`src/rtl/wd_pkg.sv`:
```
package wd_pkg;

    typedef enum logic [2:0] {
        WD_START = 3'd0,
        WD_ARM   = 3'd1,
        WD_COUNT = 3'd2,
        WD_PULSE = 3'd3,
        WD_OFF   = 3'd4
    } wd_state_e;

    localparam logic [2:0] SEL_ARM         = 3'd6;
    localparam logic [2:0] SEL_OFF         = 3'd7;
    localparam logic [2:0] SEL_LONG_SU_MIN = 3'd3;

endpackage

```
`src/rtl/wd_sync.sv`:
```
module wd_sync #(
    parameter int W      = 1,
    parameter int STAGES = 2
) (
    input  logic         clk,
    input  logic [W-1:0] d,
    output logic [W-1:0] q
);
    logic [W-1:0] stage [STAGES];

    for (genvar i = 0; i < STAGES; i++) begin : g_stage
        if (i == 0) begin : g_first
            always_ff @(posedge clk) stage[0] <= d;
        end else begin : g_next
            always_ff @(posedge clk) stage[i] <= stage[i-1];
        end
    end

    assign q = stage[STAGES-1];
endmodule

```
`src/rtl/wd_detect.sv`:
```
module wd_detect (
    input  logic       clk,
    input  logic       strobe_s,
    input  logic [2:0] sel_s,
    output logic       strobe_edge,
    output logic       sel_chg,
    output logic [2:0] sel_held
);
    logic strobe_q;

    always_ff @(posedge clk) begin
        strobe_q <= strobe_s;
        sel_held <= sel_s;
    end

    assign strobe_edge = strobe_s ^ strobe_q;
    assign sel_chg     = (sel_s != sel_held);
endmodule

```
`src/rtl/wd_timing.sv`:
```
module wd_timing
    import wd_pkg::*;
#(
    parameter int CNT_W    = 9,
    parameter int TO_BASE  = 4,
    parameter int SU_SHORT = 10,
    parameter int SU_LONG  = 20
) (
    input  logic [2:0]       sel,
    output logic [CNT_W-1:0] su_cyc,
    output logic [CNT_W-1:0] to_cyc,
    output logic             wait_edge,
    output logic             off
);
    always_comb begin
        off       = (sel == SEL_OFF);
        wait_edge = (sel == SEL_ARM);
        su_cyc    = (sel < SEL_LONG_SU_MIN) ? CNT_W'(SU_SHORT) : CNT_W'(SU_LONG);
        to_cyc    = CNT_W'(TO_BASE) << sel;
    end
endmodule

```
`src/rtl/wd_fsm.sv`:
```
module wd_fsm
    import wd_pkg::*;
#(
    parameter int CNT_W     = 9,
    parameter int PULSE_CYC = 6
) (
    input  logic             clk,
    input  logic             rst,
    input  logic             strobe_edge,
    input  logic             sel_chg,
    input  logic [CNT_W-1:0] su_cyc,
    input  logic [CNT_W-1:0] to_cyc,
    input  logic             wait_edge,
    input  logic             off,
    output logic             wdo_n,
    output logic             running
);
    localparam logic [CNT_W-1:0] ONE      = CNT_W'(1);
    localparam logic [CNT_W-1:0] PW_LAST  = CNT_W'(PULSE_CYC - 1);

    wd_state_e        state, state_n;
    logic [CNT_W-1:0] cnt, cnt_n;

    always_ff @(posedge clk) begin
        if (rst) begin
            state <= WD_START;
            cnt   <= '0;
        end else begin
            state <= state_n;
            cnt   <= cnt_n;
        end
    end

    always_comb begin
        state_n = state;
        cnt_n   = cnt;
        if (sel_chg) begin
            state_n = WD_START;
            cnt_n   = '0;
        end else begin
            unique case (state)
                WD_START: begin
                    if (off) begin
                        state_n = WD_OFF;
                        cnt_n   = '0;
                    end else if (wait_edge) begin
                        state_n = WD_ARM;
                        cnt_n   = '0;
                    end else if (cnt == su_cyc - ONE) begin
                        state_n = WD_COUNT;
                        cnt_n   = '0;
                    end else begin
                        cnt_n = cnt + ONE;
                    end
                end
                WD_ARM: begin
                    if (strobe_edge) begin
                        state_n = WD_COUNT;
                        cnt_n   = '0;
                    end
                end
                WD_COUNT: begin
                    if (strobe_edge) begin
                        cnt_n = '0;
                    end else if (cnt == to_cyc - ONE) begin
                        state_n = WD_PULSE;
                        cnt_n   = '0;
                    end else begin
                        cnt_n = cnt + ONE;
                    end
                end
                WD_PULSE: begin
                    if (cnt == PW_LAST) begin
                        state_n = WD_COUNT;
                        cnt_n   = '0;
                    end else begin
                        cnt_n = cnt + ONE;
                    end
                end
                WD_OFF: begin
                    state_n = WD_OFF;
                end
                default: begin
                    state_n = WD_START;
                    cnt_n   = '0;
                end
            endcase
        end
    end

    always_comb begin
        wdo_n   = (state != WD_PULSE);
        running = (state == WD_COUNT);
    end
endmodule

```
`src/rtl/wdog_supervisor.sv`:
```
module wdog_supervisor #(
    parameter int TO_BASE    = 4,
    parameter int SU_SHORT   = 10,
    parameter int SU_LONG    = 20,
    parameter int PW_SHORT   = 2,
    parameter int PW_LONG    = 6,
    parameter bit LONG_PULSE = 1'b1,
    parameter int SYNC_STAGES = 2
) (
    input  logic       clk,
    input  logic       rst,
    input  logic       wd_strobe,
    input  logic [2:0] wd_sel,
    output logic       wdo_n,
    output logic       wd_running
);
    localparam int PULSE_CYC = LONG_PULSE ? PW_LONG : PW_SHORT;
    localparam int MAX_TO    = TO_BASE << 6;
    localparam int MAX_A     = (SU_LONG > SU_SHORT) ? SU_LONG : SU_SHORT;
    localparam int MAX_B     = (MAX_TO > PULSE_CYC) ? MAX_TO : PULSE_CYC;
    localparam int MAX_CNT   = (MAX_A > MAX_B) ? MAX_A : MAX_B;
    localparam int CNT_W     = $clog2(MAX_CNT + 1);

    logic             strobe_s;
    logic [2:0]       sel_s;
    logic             strobe_edge;
    logic             sel_chg;
    logic [2:0]       sel_held;
    logic [CNT_W-1:0] su_cyc;
    logic [CNT_W-1:0] to_cyc;
    logic             wait_edge;
    logic             off;

    wd_sync #(.W(1), .STAGES(SYNC_STAGES)) u_sync_strobe (
        .clk (clk),
        .d   (wd_strobe),
        .q   (strobe_s)
    );

    wd_sync #(.W(3), .STAGES(SYNC_STAGES)) u_sync_sel (
        .clk (clk),
        .d   (wd_sel),
        .q   (sel_s)
    );

    wd_detect u_detect (
        .clk         (clk),
        .strobe_s    (strobe_s),
        .sel_s       (sel_s),
        .strobe_edge (strobe_edge),
        .sel_chg     (sel_chg),
        .sel_held    (sel_held)
    );

    wd_timing #(
        .CNT_W    (CNT_W),
        .TO_BASE  (TO_BASE),
        .SU_SHORT (SU_SHORT),
        .SU_LONG  (SU_LONG)
    ) u_timing (
        .sel       (sel_held),
        .su_cyc    (su_cyc),
        .to_cyc    (to_cyc),
        .wait_edge (wait_edge),
        .off       (off)
    );

    wd_fsm #(
        .CNT_W     (CNT_W),
        .PULSE_CYC (PULSE_CYC)
    ) u_fsm (
        .clk         (clk),
        .rst         (rst),
        .strobe_edge (strobe_edge),
        .sel_chg     (sel_chg),
        .su_cyc      (su_cyc),
        .to_cyc      (to_cyc),
        .wait_edge   (wait_edge),
        .off         (off),
        .wdo_n       (wdo_n),
        .running     (wd_running)
    );
endmodule

```
`config.mk`:
```
export PLATFORM = sky130hd
export DESIGN_NAME = wdog_supervisor
export DESIGN_NICKNAME = d
export VERILOG_FILES = /design/src/rtl/wd_pkg.sv /design/src/rtl/wd_sync.sv /design/src/rtl/wd_detect.sv /design/src/rtl/wd_timing.sv /design/src/rtl/wd_fsm.sv /design/src/rtl/wdog_supervisor.sv
export SDC_FILE = /design/constraint.sdc
export NUM_CORES = 1
export LEC_CHECK = 0
export BUFFER_PORTS_ARGS = -buffer_cell sky130_fd_sc_hd__buf_4
export CAP_MARGIN = 20
export CORE_MARGIN = 2
export CORE_UTILIZATION = 40
export DETAILED_ROUTE_END_ITERATION = 6
export GPL_ROUTABILITY_DRIVEN = 0
export SKIP_CTS_REPAIR_TIMING = 1
export SYNTH_ARGS = -nofsm -noshare
export SYNTH_HDL_FRONTEND = slang
export SYNTH_SLANG_ARGS = --single-unit
```
`constraint.sdc`:
```
create_clock -name clk -period 6 [get_ports clk]
set_input_delay 1.5 -clock clk [delete_from_list [all_inputs] [get_ports clk]]
set_output_delay 1.5 -clock clk [all_outputs]
set_load 0.1 [all_outputs]
```
Word-level counts from Yosys, hierarchy flattened
Memories as Yosys holds them, arrays and structs flattened.
Index checks and enable logic that the tools add are counted.

storage, ports and cells
  bits in registers = 16
  latch bits = 0
  RAM bits = 8
  memory bits (read-only) = 0
  input port bits = 6
  output and inout bits = 2
  logic and storage cells = 50
  memories kept = 2

operators by class
  add/sub/neg operators = 3
  multiply operators = 0
  divide/modulo/power cells = 0
  magnitude comparators = 1
  equality and inequality tests = 16
  shift-type cells = 1
  muxes and demuxes = 17
  bitwise logic cells = 2
  reduce and logical (&&, ||, !) cells = 4

memories
  name                 words  width  read ports  clocked after memory_dff  write ports  line          source
  u_sync_sel.stage     2      3      2           0                         2            wd_sync.sv:9  logic [W-1:0] stage [STAGES];
  u_sync_strobe.stage  2      1      2           0                         2            wd_sync.sv:9

operators by type and width
  operator             count
  $mux 9               7
  $pmux 9 s5           1
  $mux 3               7
  $eq 9x9->1           2
  $pmux 3 s5           1
  $add 9x1->9 const B  1
  $eq 3x3->1 const B   3
  $eq 9x3->1 const B   1
  $shl 3x3->9 const A  1
  $sub 9x1->9 const B  1
  $eq 3x2->1 const B   2
  $sub 5x1->6 const B  1
  $mux 5               1
  $reduce_and 5->1     1
  $ne 2x1->1 const B   2
  $ne 2x2->1 const B   2
  $ne 4x2->1 const B   1
  $eq 3x1->1 const B   1
  $logic_not 3->1      1
  $lt 3x2->1 const B   1
  $ne 3x2->1 const B   1
  $ne 3x3->1           1
  $reduce_and 2->1     1
  $reduce_or 2->1      1
  other kinds (2)      2

Depth between registers and ports, before layout
Gate-level depths: netlist of the first run.

  depth in word-level cells = 8
  mapped depth = 12
  gate-level depth less buffers = 10

Hierarchy
A second synthesis of the first run with hierarchy kept.

unflattened totals
  cells, all modules = 246
  area, all modules = 2006.9 um^2

modules (own cells, without submodules)
  module                   times used  cells an instance  area each (um^2)  seq. area each (um^2)
  wd_fsm                   1           202                1498.9            240.2
  wd_timing                1           24                 205.2             0.0
  wd_sync (u_sync_sel)     1           9                  142.6             120.1
  wd_detect                1           9                  120.1             80.1
  wd_sync (u_sync_strobe)  1           2                  40.0              40.0

Least setup slack after synthesis of the first run
OpenSTA, ideal clock, no wires.

  path kind = register -> output
  start point = register u_fsm.state[1]
  end point = output port wd_running
  arrival = 2567 ps
  required time = 4500 ps
  path slack = 1933 ps
  cell stages (with the launch flop) = 3
  buffers on the path = 0
  cells stage by stage = dfxtp_1 -> inv_1 -> nor3_1

on the way
  longest elaborated chain between the ends = 1

ends and longest elaborated chain
  what                    line                   source
  from (decl)             wd_fsm.sv:21           wd_state_e state, state_n;
  from (signal assigned)  wd_fsm.sv:29           state <= state_n;
  $eq 3x2->1              wd_fsm.sv:93           running = (state == WD_COUNT);
  to (decl)               wdog_supervisor.sv:15  output logic wd_running

Every way passes these cells.

Worst setup path after layout of the first run
  start point = register u_fsm.state[0]
  end point = output port wdo_n

on the way
  longest elaborated chain between the ends = 1

ends and longest elaborated chain
  what        line                   source
  $ne 3x2->1  wd_fsm.sv:92           wdo_n = (state != WD_PULSE);
  to (decl)   wdog_supervisor.sv:14  output logic wdo_n,

Every way passes these cells.

==> out/qor.csv, run 1 <==
metric;value;unit
Seq/Total Area, Yosys;0.352;
initial core utilization;0.412;
HP Start;u_sync_sel.stage[0][0]$_DFF_P_;
status;finished clean;
slew margin rel.;0.578;
largest net degree at the start of global routing;16;
PD cells;217;nW/µm²
Die ar.;3890;µm²
port bufs;7;
reg-to-reg slack, setup;3.32;ns
post-synthesis mux area share;0.0147;
Overflow after GRT;0;
Final min period;3.09;ns
CP Launch Type;flip-flop;
largest family of logic cells by synthesized area;simple AND/OR/NAND/NOR gates;
critical path arrival;1.59;ns
Hold Path Sink;u_sync_sel.stage[0][3]$_DFF_P_;
Cells on Worst Hold Path;0;
CTS max path bufs;2;
GRT Total Usage;0.135;
Layout Cells excl Fill;212;
vias in the first global route;978;
drt wl/cell;11.8;µm
XOR/XNOR Fraction of Synth Area;0.0697;
Root Driver;clkbuf_4;
RR Startpoint;u_detect.sel_held[2]$_DFF_P_;
row cnt;21;
synthesized flop and latch total;24;
Yosys Warn Count;0;
CTS tree;done;
antenna violations before repair;0;
unrepaired setup endpoints after global routing;false;
Worst setup EP type;primary output;
Sum Neg Setup Slack;0;ns
Reg-to-Reg End;u_fsm.cnt[5]$_SDFFE_PP0P_;
setup violators final;0;
H-tree lvl count;1;
nets@finish;176;
Max Clock Skew;0.0100;ns
Final Hold Viols;0;
Yosys cell types;43;
Post-synth EDFFs;0;
Net Count, Synth;177;
fill cell count;357;
Syn Area/Cell;8.12;µm²
simple-gate share of the synthesized area;0.256;
Max Transition Viols Final;0;
critical path type;flip-flop to primary output;
most common cell after layout, fill and taps aside;dfxtp_1;
Clock Pin Slew Worst Setup and Hold Paths;0.13;ns
number of cells produced by synthesis;168;
R2R cell count;9;
max-cap check violation count;0;
share of post-route cells with drive strength above 1;0.127;
core area;3310;µm²
commonest non-fill, non-tap cells in the layout;dfxtp_1, nand2_1, nor2_1;
vias per cell;5.26;
Adder-Cell Fraction of Synth Area;0.0275;
Detailed Routing Iterations Pass 1;4;
HPWL Detailed;1780;µm
top_reg_cell synth;dfxtp_1;
ys async rst share;0;
remaining antenna violation count;0;
crit-path max FO;8;
first-pass GRT wire length;4290;µm
Die W;62.4;µm
DR DRC count;0;
Worst Path Required;4.50;ns
final hold slack;0.343;ns
Leakage Power;0.546;nW
routed wire length;2490;µm
Die Ht;62.4;µm
Final Cycle Share;0.515;
Tightest Pin Transition;0.630;ns
Max VDD drop;0.0000867;V
1st-iter DRT viols;24;
via count;1115;
Clk Latency, worst-skew pair;0.31;ns
Compound-Gate Fraction of Synth Area;0.193;
CTS Buf Count;3;
placed cells;208;
Mapped Area;1360;µm²
IO Count;8;
min-delay worst type;flip-flop to flip-flop;
Area Overhead vs Synth;5.41;%
Antenna diodes;0;
clk sink count;24;
fmax;323;MHz
==> worst max-delay path by stage <==
stage	start	end	slack, ns	cells after the start
floorplan	u_fsm.state[1]$_SDFFE_PP0P_	wd_running	1.93	2
global placement	rst	u_fsm.state[2]$_SDFFE_PP0P_	3.09	4
detailed placement	rst	u_fsm.state[2]$_SDFFE_PP0P_	3.07	4
CTS	u_fsm.state[0]$_SDFFE_PP0P_	wdo_n	2.89	3
global route	u_fsm.state[0]$_SDFFE_PP0P_	wdo_n	2.77	3
finish	u_fsm.state[0]$_SDFFE_PP0P_	wdo_n	2.91	3
==> routing by layer <==
layer / global-route usage / routed length [µm]
met1: 0.185 / 1180
met2: 0.220 / 1230
met3: 0.0162 / 60
met4: 0.0500 / 20
met5: 0 / 0
==> cells by family after synthesis <==
family                   count (synthesis)
AND/OR/NAND/NOR                         71
adder cells (fa/ha/maj)                  3
XOR/XNOR                                10
buffers and inverters                   21
flip-flops                              24
AO/OA/AOI/OAI                           37
multiplexers                             2
==> per-stage QoR <==
| stage | power (mW) | cell area (µm²) | util | setup WS [ns] |
|---|---|---|---|---|
| 2_1_floorplan | 0.196 | 1360 | - | 1.93 |
| 3_3_place_gp | 0.199 | 1390 | 0.418 | 3.09 |
| 3_5_place_dp | 0.200 | 1390 | 0.418 | 3.07 |
| 4_1_cts | 0.316 | 1440 | 0.434 | 2.89 |
| 5_1_grt | 0.328 | 1440 | 0.434 | 2.77 |
| 6_report | 0.312 | 1440 | 0.434 | 2.91 |
==> final cells by class <==
class	instances	area (µm²)	share of cell area
clock buffers	3	22.5	0.0157
clock inverters	1	30.0	0.0209
repair buffers	7	52.6	0.0366
inverters	8	30.0	0.0209
flip-flops and latches	24	480	0.334
multi-input cells	123	764	0.532
well taps	46	57.6	0.0400
==> cells in the mapped netlist, drive strengths merged, types with 3 or more instances <==
library cell / number / area [µm²]
dfxtp: 24 / 480
nand2: 21 / 78.8
nor2: 18 / 67.6
buf: 12 / 85.1
nand3: 11 / 55.1
a21oi: 9 / 45.0
inv: 8 / 30.0
o21ai: 8 / 51.3
xor2: 7 / 61.3
a31oi: 6 / 37.5
nor3: 5 / 25.0
nor2b: 4 / 25.0
ha: 3 / 37.5
xnor2: 3 / 33.8
==> registers in the layout, summed over array words and instances, names as in the netlist <==
| name | flops |
|---|---|
| u_fsm.state | 3 |
| u_detect.sel_held | 3 |
| u_sync_strobe.stage | 2 |
| u_detect.strobe_q | 1 |
| u_fsm.cnt | 9 |
| u_sync_sel.stage | 6 |
==> report_power, final <==
part / internal [mW] / total, mW / switching (mW)
clock: 0.0675 / 0.116 / 0.0485
sequential: 0.164 / 0.170 / 0.00562
combinational: 0.0120 / 0.0262 / 0.0142
total: 0.244 / 0.312 / 0.0683
==> critical path, stage by stage (launching register included) <==
cell and delay, ns:
dfxtp_1 0.51, inv_1 0.14, or3_4 0.40, buf_4 0.24
Note: power is estimated with default switching activity, not from simulation.
==> inputs of run 2 (changes only) <==
clock period = 2.7 ns   (was 6 ns; I/O delays follow)
==> run 2 against run 1 <==
  * Via count grew 1.9%
  * Register-to-register slack lost 3.1 ns
  * Sequential share of layout area grew 0.058 points
  * Non-clock buffer count grew 3
  * Wire length grew 7.4%
  * Clock-buffer cell count is the same
  * Die area is the same
  * Combinational power grew to 2.7 times the previous value
  * Flip-flop and latch count is the same
  * Critical path type is now flip-flop to flip-flop
  * Highest routed layer unchanged
==> out/qor.csv, run 2 (synthesis results as in run 1) <==
metric;value;unit;change
final hold slack;0.339;ns;-0.00362 ns
IO Count;8;;unchanged
Switching Share;0.242;;+0.0225
Clk pwr share;0.251;;-0.121
Die ar.;3890;µm²;unchanged
Die W;62.4;µm;unchanged
critical path type;flip-flop to flip-flop;;
Final min period;2.50;ns;
reg-to-reg slack, setup;0.20;ns;-3.12 ns
via count;1136;;+1.9%
Max Transition Viols Final;0;;unchanged
nets@finish;179;;+1.7%
Leakage Power;0.547;nW;+0.29%
Clk Latency, worst-skew pair;0.31;ns;about the same
Layout Cells excl Fill;214;;+0.94%
Top Usage Layer GRT;met2;;
DR DRC count;0;;unchanged
max-cap check violation count;0;;unchanged
CTS max path bufs;2;;unchanged
DP Area;1410;µm²;+2.0%
Sum Neg Setup Slack;0;ns;unchanged
core area;3310;µm²;unchanged
P_sw;0.142;mW;+110%
fill cell count;365;;+2.2%
clk sink count;24;;unchanged
Worst Path Required;2.94;ns;-1.56 ns
Root Driver;clkbuf_4;;
vias per cell;5.31;;+0.93%
fmax;400;MHz;
Area Overhead vs Synth;5.23;%;
Final Hold Viols;0;;unchanged
Reg-to-Reg End;u_fsm.cnt[5]$_SDFFE_PP0P_;;
Largest register FFs;9;;unchanged
design area;1440;µm²;-0.17%
share of post-route cells with drive strength above 1;0.143;;+0.0164
GR Layer Usage met3;0.0270;;+0.0108
Antenna diodes;0;;unchanged
P_int;0.447;mW;+83%
final worst slack;0.203;ns;-2.71 ns
slew margin rel.;0.566;;-0.0123
Util after Layout;0.433;;-0.000755
H-tree lvl count;1;;unchanged
dpl ws;0.187;ns;-2.88 ns
setup violators final;0;;unchanged
first-pass GRT wire length;4730;µm;+10%
met1 usage;0.185;;+0.000419
initial core utilization;0.412;;unchanged
crit-path max FO;15;;+7
unrepaired setup endpoints after global routing;false;;
PD cells;410;nW/µm²;+89%
met2 Use GR;0.246;;+0.0258
most common cell after layout, fill and taps aside;dfxtp_1;;
GRT Total Usage;0.147;;+0.0120
CTS tree;done;;
routed wire length;2680;µm;+7.4%
vias in the first global route;1110;;+13%
Tightest Pin Transition;0.649;ns;+0.0184 ns
remaining antenna violation count;0;;unchanged
Max Clock Skew;0.00968;ns;-0.000319 ns
critical path arrival;2.73;ns;+1.14 ns
crit path from;u_detect.sel_held[2]$_DFF_P_;;
Detailed Routing Iterations Pass 1;5;;+1
Cells on Worst Hold Path;0;;unchanged
Final Power;0.589;mW;+89%
status;finished clean;;
Max VDD drop;0.000264;V;+200%
1st-iter DRT viols;27;;+13%
Die Ht;62.4;µm;unchanged
Clock Pin Slew Worst Setup and Hold Paths;0.12;ns;about the same
Seq pwr share;0.630;;+0.086
CTS Buf Count;3;;unchanged
RR Startpoint;u_detect.sel_held[2]$_DFF_P_;;
antenna violations before repair;0;;unchanged
HPWL Detailed;1970;µm;+11%
largest net degree at the start of global routing;16;;unchanged
Worst setup EP type;flip-flop;;
Logic pwr share;0.119;;+0.035
port bufs;7;;unchanged
placed cells;211;;+1.4%
commonest non-fill, non-tap cells in the layout;dfxtp_1, nand2_1, nor2_1;;
drt wl/cell;12.5;µm;+6.4%
Largest Register;u_fsm.cnt;;
top flop regs;u_fsm.cnt x9, u_sync_sel.stage x6;;
R2R cell count;9;;unchanged
Overflow after GRT;0;;unchanged
CP Launch Type;flip-flop;;
row cnt;21;;unchanged
CP endpoint;u_fsm.cnt[5]$_SDFFE_PP0P_;;
Final Cycle Share;0.925;;
min-delay worst type;flip-flop to flip-flop;;
-- run 2: cell count changes in the layout (fill, tap and decap cells not counted), sizes merged --
cell and delta:
bufinv -1, buf +3
-- run 2: final cells by class --
type,instances,area (µm²),area share
Inverter,8,30.0,0.0209
Multi-Input combinational cell,123,769,0.536
Clock buffer,3,22.5,0.0157
Sequential cell,24,480,0.335
Timing Repair Buffer,10,75.1,0.0523
Tap cell,46,57.6,0.0401
-- run 2: worst min-delay path by stage --
stage                                              start                        endpoint
after floorplan           u_sync_sel.stage[0][0]$_DFF_P_  u_sync_sel.stage[0][3]$_DFF_P_
after global placement    u_sync_sel.stage[0][0]$_DFF_P_  u_sync_sel.stage[0][3]$_DFF_P_
after detailed placement  u_sync_sel.stage[0][2]$_DFF_P_  u_sync_sel.stage[0][5]$_DFF_P_
after CTS                 u_sync_sel.stage[0][2]$_DFF_P_  u_sync_sel.stage[0][5]$_DFF_P_
after global routing      u_sync_sel.stage[0][2]$_DFF_P_  u_sync_sel.stage[0][5]$_DFF_P_
final                     u_sync_sel.stage[0][2]$_DFF_P_  u_sync_sel.stage[0][5]$_DFF_P_
-- run 2: metal layers --
metal / vias to the layer above / routed length, µm / part of all wire
met4: 0 / 57 / 0.021
met5: - / 0 / 0
met1: 531 / 1320 / 0.49
li1: 578 / - / -
met2: 19 / 1210 / 0.45
met3: 8 / 88 / 0.033
-- run 2: power by group through the flow --
| stage | combinational (mW) | sequential, mW | clock [mW] |
|---|---|---|---|
| global route | 0.0776 | 0.373 | 0.174 |
| detailed placement | 0.0695 | 0.379 | 0 |
| global placement | 0.0670 | 0.379 | 0 |
| floorplan | 0.0566 | 0.378 | 0 |
| CTS | 0.0697 | 0.371 | 0.157 |
| finish | 0.0698 | 0.371 | 0.148 |
-- run 2: critical path, stage by stage (launching register included) --
cell	delay, ns
dfxtp_1	0.33
or3_4	0.40
ha_1	0.27
xor2_1	0.27
mux2i_1	0.22
o22ai_1	0.09
o2111a_2	0.20
o21ai_4	0.34
nand3_1	0.13
a31oi_1	0.19
